===== src/rtl/keyed_frac_clkdiv.sv =====
module keyed_frac_clkdiv #(
  parameter logic [7:0] KEY  = 8'h5A,
  parameter int         NSRC = 8
) (
  input  logic        clk,
  input  logic        rst_n,
  input  logic        wr_en,
  input  logic        wr_addr,
  input  logic [31:0] wr_data,
  input  logic        rd_addr,
  output logic [31:0] rd_data,
  input  logic [NSRC-1:0] src_tick,
  output logic        clk_ce,
  output logic        clk_out
);
  localparam int SELW = $clog2(NSRC);

  logic [3:0]  p_src, a_src, e_src;
  logic [1:0]  p_stg, a_stg, e_stg;
  logic [11:0] p_int, a_int, e_int, p_frac, a_frac, e_frac;
  logic        enab, kill, busy;
  logic [11:0] acc;
  logic [12:0] cnt, per;

  wire key_ok = wr_en && (wr_data[31:24] == KEY);

  always_ff @(posedge clk or negedge rst_n)
    if (!rst_n) begin
      p_src <= '0; p_stg <= '0; enab <= 1'b0; kill <= 1'b0;
      p_int <= '0; p_frac <= '0;
    end else if (key_ok) begin
      if (!wr_addr) begin
        p_src <= wr_data[3:0]; enab <= wr_data[4];
        kill  <= wr_data[5];   p_stg <= wr_data[10:9];
      end else begin
        p_int <= wr_data[23:12]; p_frac <= wr_data[11:0];
      end
    end

  assign rd_data = rd_addr ? {8'h00, p_int, p_frac}
                           : {21'd0, p_stg, 1'b0, busy, 1'b0, kill, enab, p_src};

  always_ff @(posedge clk or negedge rst_n)
    if (!rst_n) begin
      a_src <= '0; a_stg <= '0; a_int <= '0; a_frac <= '0;
    end else if (!busy) begin
      a_src <= p_src; a_stg <= p_stg; a_int <= p_int; a_frac <= p_frac;
    end

  assign e_src  = busy ? a_src  : p_src;
  assign e_stg  = busy ? a_stg  : p_stg;
  assign e_int  = busy ? a_int  : p_int;
  assign e_frac = busy ? a_frac : p_frac;

  wire        tick    = (e_src != 4'd0) && (e_src < 4'(NSRC)) && src_tick[e_src[SELW-1:0]];
  wire [11:0] int_c   = (e_int < 12'd2) ? 12'd2 : e_int;
  wire [12:0] sum     = {1'b0, busy ? acc : 12'd0} + {1'b0, e_frac};
  wire        frac_on = (e_stg != 2'd0);
  wire        carry   = frac_on && sum[12];
  wire [12:0] nxt_per = {1'b0, int_c} + {12'd0, carry};
  wire        bound   = busy && (cnt == per - 13'd1);
  wire [12:0] cnt_inc = cnt + 13'd1;

  always_ff @(posedge clk or negedge rst_n)
    if (!rst_n) begin
      busy <= 1'b0; clk_out <= 1'b0; clk_ce <= 1'b0;
      cnt <= '0; per <= 13'd2; acc <= '0;
    end else begin
      clk_ce <= 1'b0;
      if (kill) begin
        busy <= 1'b0; clk_out <= 1'b0; cnt <= '0; acc <= '0;
      end else if (tick) begin
        if (busy ? bound : enab) begin
          if (enab) begin
            busy <= 1'b1; clk_out <= 1'b1; clk_ce <= 1'b1;
            cnt <= '0; per <= nxt_per;
            acc <= frac_on ? sum[11:0] : 12'd0;
          end else begin
            busy <= 1'b0; clk_out <= 1'b0; cnt <= '0; acc <= '0;
          end
        end else if (busy) begin
          cnt <= cnt_inc;
          if (cnt_inc == (per >> 1)) clk_out <= 1'b0;
        end
      end
    end

  p_key_guard_r1: assert property (@(posedge clk) disable iff (!rst_n)
    (wr_en && wr_data[31:24] != KEY) |=> $stable({p_src, enab, kill, p_stg, p_int, p_frac}));
  p_ce_at_rise_r6: assert property (@(posedge clk) disable iff (!rst_n)
    clk_ce == $rose(clk_out));
  p_out_needs_busy_r7: assert property (@(posedge clk) disable iff (!rst_n)
    clk_out |-> busy);
  p_kill_stops_r9: assert property (@(posedge clk) disable iff (!rst_n)
    kill |=> (!busy && !clk_out));
  p_cfg_frozen_r10: assert property (@(posedge clk) disable iff (!rst_n)
    busy |=> $stable({a_src, a_stg, a_int, a_frac}));
  p_cnt_in_period_r4: assert property (@(posedge clk) disable iff (!rst_n)
    busy |-> (cnt < per));
endmodule


===== config.mk =====
export PLATFORM = sky130hd
export DESIGN_NAME = keyed_frac_clkdiv
export DESIGN_NICKNAME = d
export VERILOG_FILES = /design/src/rtl/keyed_frac_clkdiv.sv
export SDC_FILE = /design/constraint.sdc
export NUM_CORES = 1
export LEC_CHECK = 0
export ABC_AREA = 1
export BUFFER_PORTS_ARGS = -buffer_cell sky130_fd_sc_hd__clkbuf_2
export CORE_MARGIN = 5
export CORE_UTILIZATION = 58
export DETAILED_ROUTE_END_ITERATION = 6
export PLACE_DENSITY = 0.8
export SETUP_SLACK_MARGIN = 0.3
export SYNTH_ARGS = -nofsm -noshare
export SYNTH_HDL_FRONTEND = slang
export SYNTH_SLANG_ARGS = --single-unit

===== constraint.sdc =====
create_clock -name clk -period 7 [get_ports clk]
set_clock_uncertainty 0.2 [all_clocks]
set_input_delay 0.35 -clock clk [delete_from_list [all_inputs] [get_ports clk]]
set_output_delay 0.35 -clock clk [all_outputs]
set_load 0.02 [all_outputs]

==> flow_summary_export.csv <==
group,metric,value,unit
outcome,outcome,"finished, final reports clean",
power_and_ir_drop,ir_drop,0.0001373,V
layout,seq_area,2579,µm²
timing,final_hold_viol_count,0,
timing,final.period_utilization,64.84,%
floorplanning,ios,79,
clock_tree,cts_made_buffers,9,
synth,yosys-top-cells-area,"dfrtp_1 (40%), nand2_1 (17%), inv_1 (6.5%)",
grt,antenna_found_initial,0,
synth,synth-main-ff-cell,"dfrtp_1",
synth,seq_area_frac_synth,40.54,%
route,routedWlPerCell,12.73,µm
route,vias,5393,
layout,nets,976,
grt,grt-ovfl-total,0,
floorplanning,die_h,114.7,µm
route,wl,13480,µm
synth,synth-edff-count,0,
floorplanning,die_x,114.7,µm
floorplanning,initial_utilization,58.94,%
critical_path,end_kind,"flip-flop",
grt,grt_first_pass_wirelength,23110,µm
clock_tree,clk_pin_slew,0.09,ns
power_and_ir_drop,combPwrFrac,7.5,%
power_and_ir_drop,power_leakage,3.871,nW
power_and_ir_drop,p_sw_share,23.83,%
clock_tree,cts_setup_buffers,0,
critical_path,crit_fanout,34,
timing,slew_violations,0,
placement,numPortBuffers,69,
clock_tree,h-tree-depth,3,
power_and_ir_drop,p_per_area,151.0,nW/µm²
timing,setup_viol,0,
timing,whs,0.01084,ns
power_and_ir_drop,clkPwrFrac,35.1,%
run,drv_cap,0,
timing,fmax,220.3,MHz
route,post-route-drc-count,0,
grt,grt_pass1_vias,5030,
route,post_drt_via_cell_ratio,5.093,
placement,place_area,6725,µm²
clock_tree,clk_path_buf_depth,2,
synth,yosysTopAreaCell,"dfrtp_1",
grt,grt_max_degree,62,
layout,diodes,0,
synth,async_reset_ff_share,100.0,%
synth,synthTopCellsByCount,"nand2_1 (290), inv_1 (110), dfrtp_1 (102), nand3_1 (58), o21ai_0 (38)",
timing,worst_pin_slew,0.7321,ns
clock_tree,cts_tree,"built",
synth,synthCells,845,
synth,syn_avg_cell_area,7.528,µm²
clock_tree,cts.sinks,103,
power_and_ir_drop,p_int,808.7,µW
route,ant_nets,0,
timing,period_minus_slack,4.539,ns
grt,grt_util_all_layers,21.48,%
timing,tns,0,ns
placement,gp_congestion,0.8903,
layout,final_area,7030,µm²
timing,grt_setup_unrepaired,"false",
layout,area.growth.synth_to_final,10.52,%
synth,netlist_area,6361,µm²
critical_path,critPathLaunchType,"flip-flop",
placement,dp_hpwl,9940,µm
clock_tree,insertion_delay,0.37,ns
layout,multi_input_area,3166,µm²
power_and_ir_drop,seqPwrFrac,57.4,%
layout,fillers,923,
power_and_ir_drop,p_switching,253.0,µW
timing,slew_headroom,51.19,%
layout,finish.utilization,65.14,%
synth,ys_ff_latch,103,
critical_path,path_class,"flip-flop to flip-flop",
floorplanning,die_area,13160,µm²
critical_path,crit_required,7.09,ns
synth,yosysMostFrequentCell,"nand2_1",
clock_tree,clockRootBuffer,"clkbuf_8",
synth,synth.distinct_cells,40,
worst_hold_path,holdCritPathClass,"input pin to flip-flop",
synth,ys_warn_count,0,
power_and_ir_drop,power,1.062,mW
route,drt_iter0_drc,276,
floorplanning,fp-row-count,38,
critical_path,cp_data_arrival_time,4.63,ns
floorplanning,coreArea,10790,µm²
layout,drive_gt1_share,16.87,%
synth,yosys.area.top_type_share,40.13,%
route,first_pass_iters,5,
[routing by layer]
layer  global-route usage, %  vias to the layer above  part of all wire [%]
li1                        -                     2776                     -
met1                   30.56                     2455                    47
met2                   34.26                      145                    46
met3                   4.281                       17                   6.2
met4                   4.930                        0                   1.0
met5                       0                        -                     0
[metrics by stage]
stage	setup WS, ns	instances
final	2.461	1059
after global routing	1.983	1059
after CTS	2.433	1058
after detailed placement	2.439	1032
after global placement	2.519	1032
after floorplan	2.705	852
[cell families after synthesis]
kind of cell    Yosys count  synth area share, %
flops                   103                40.54
xor+xnor                 31                4.387
fa+ha+maj                17                3.462
mux                      18                3.186
other cells               1              0.05895
buf+inv                 148                10.11
simple gates            446                31.08
compound gates           81                7.179
[area by class of cell]
type / count / share of cell area (%)
multi-input combinational: 601 / 45.03
clock buffer: 13 / 2.118
tap: 140 / 2.492
inverter: 116 / 6.193
clock inverter: 3 / 0.6585
timing repair buffer: 83 / 6.834
sequential: 103 / 36.68
[final timing paths]
check | startpoint | end | slack [ns] | cells past startpoint
max | busy | per[12] | 2.46 | 18
min | wr_data[14] | p_int[2] | 0.01 | 2
max reg2reg | busy | per[12] | 2.46 | 18
min reg2reg | acc[6] | acc[6] | 0.29 | 2
max in group asynchronous | rst_n | a_frac[11] | 5.18 | 3
min in group asynchronous | rst_n | p_int[5] | 0.29 | 2
[critical path, stage by stage (launching register included)]
cell and delay [ns]:
dfrtp_1 0.39, inv_2 0.43, or2_2 0.20, o21ai_0 0.15
fa_1 0.51, o211ai_1 0.34, a21oi_1 0.15, o21ai_0 0.27
nand2_1 0.10, a21oi_1 0.12, o21ai_0 0.09, inv_1 0.11
ha_1 0.21, ha_1 0.16, inv_1 0.05, nor2_1 0.20
nand4_1 0.18, or4_1 0.45, o21ai_2 0.14
[registers in the layout, summed over array words and instances, names as in the netlist, 2 cells and up]
register and cells:
a_frac 12, a_src 4, p_frac 12, a_int 12
acc 12, p_src 4, p_int 12, per 13
p_stg 2, cnt 13, a_stg 2
[power by group through the flow]
stage / clock network (mW) / logic, mW / registers [mW]
finish: 0.373 / 0.0798 / 0.609
floorplan: 0 / 0.0449 / 0.620
global placement: 0 / 0.0742 / 0.621
detailed placement: 0 / 0.0750 / 0.621
global route: 0.405 / 0.0908 / 0.611
CTS: 0.379 / 0.0802 / 0.609
[what timing repair did]
item | 4_1_cts | 5_1_grt
endpoints found under the hold margin | 50 | 1
hold buffers | 10 | 1
gates resized for setup | 0 | 0
[cells in the final DEF (no fill, tap or decap), types with 2 or more instances in the layout]
cell type and instances:
a21oi_1 11, or2_2 4, dlygate4sd3_1 11, clkbuf_2 68
nor2_1 36, clkbuf_8 10, nor2_4 5, xor2_1 21
o21ai_2 11, nand3b_1 3, nand3_1 58, clkbuf_1 3
ha_1 16, nor3_2 3, dfrtp_1 102, o21ai_0 38
conb_1 8, xnor2_1 9, o21ai_1 16, nand3_4 3
nand4_1 17, nand2_2 12, mux2_2 18, nor3_1 5
nor2_2 7, inv_2 4, clkinv_1 2, nand2_1 290
inv_1 110, a31oi_1 2, buf_4 4
(Power assumes the default switching activity.)
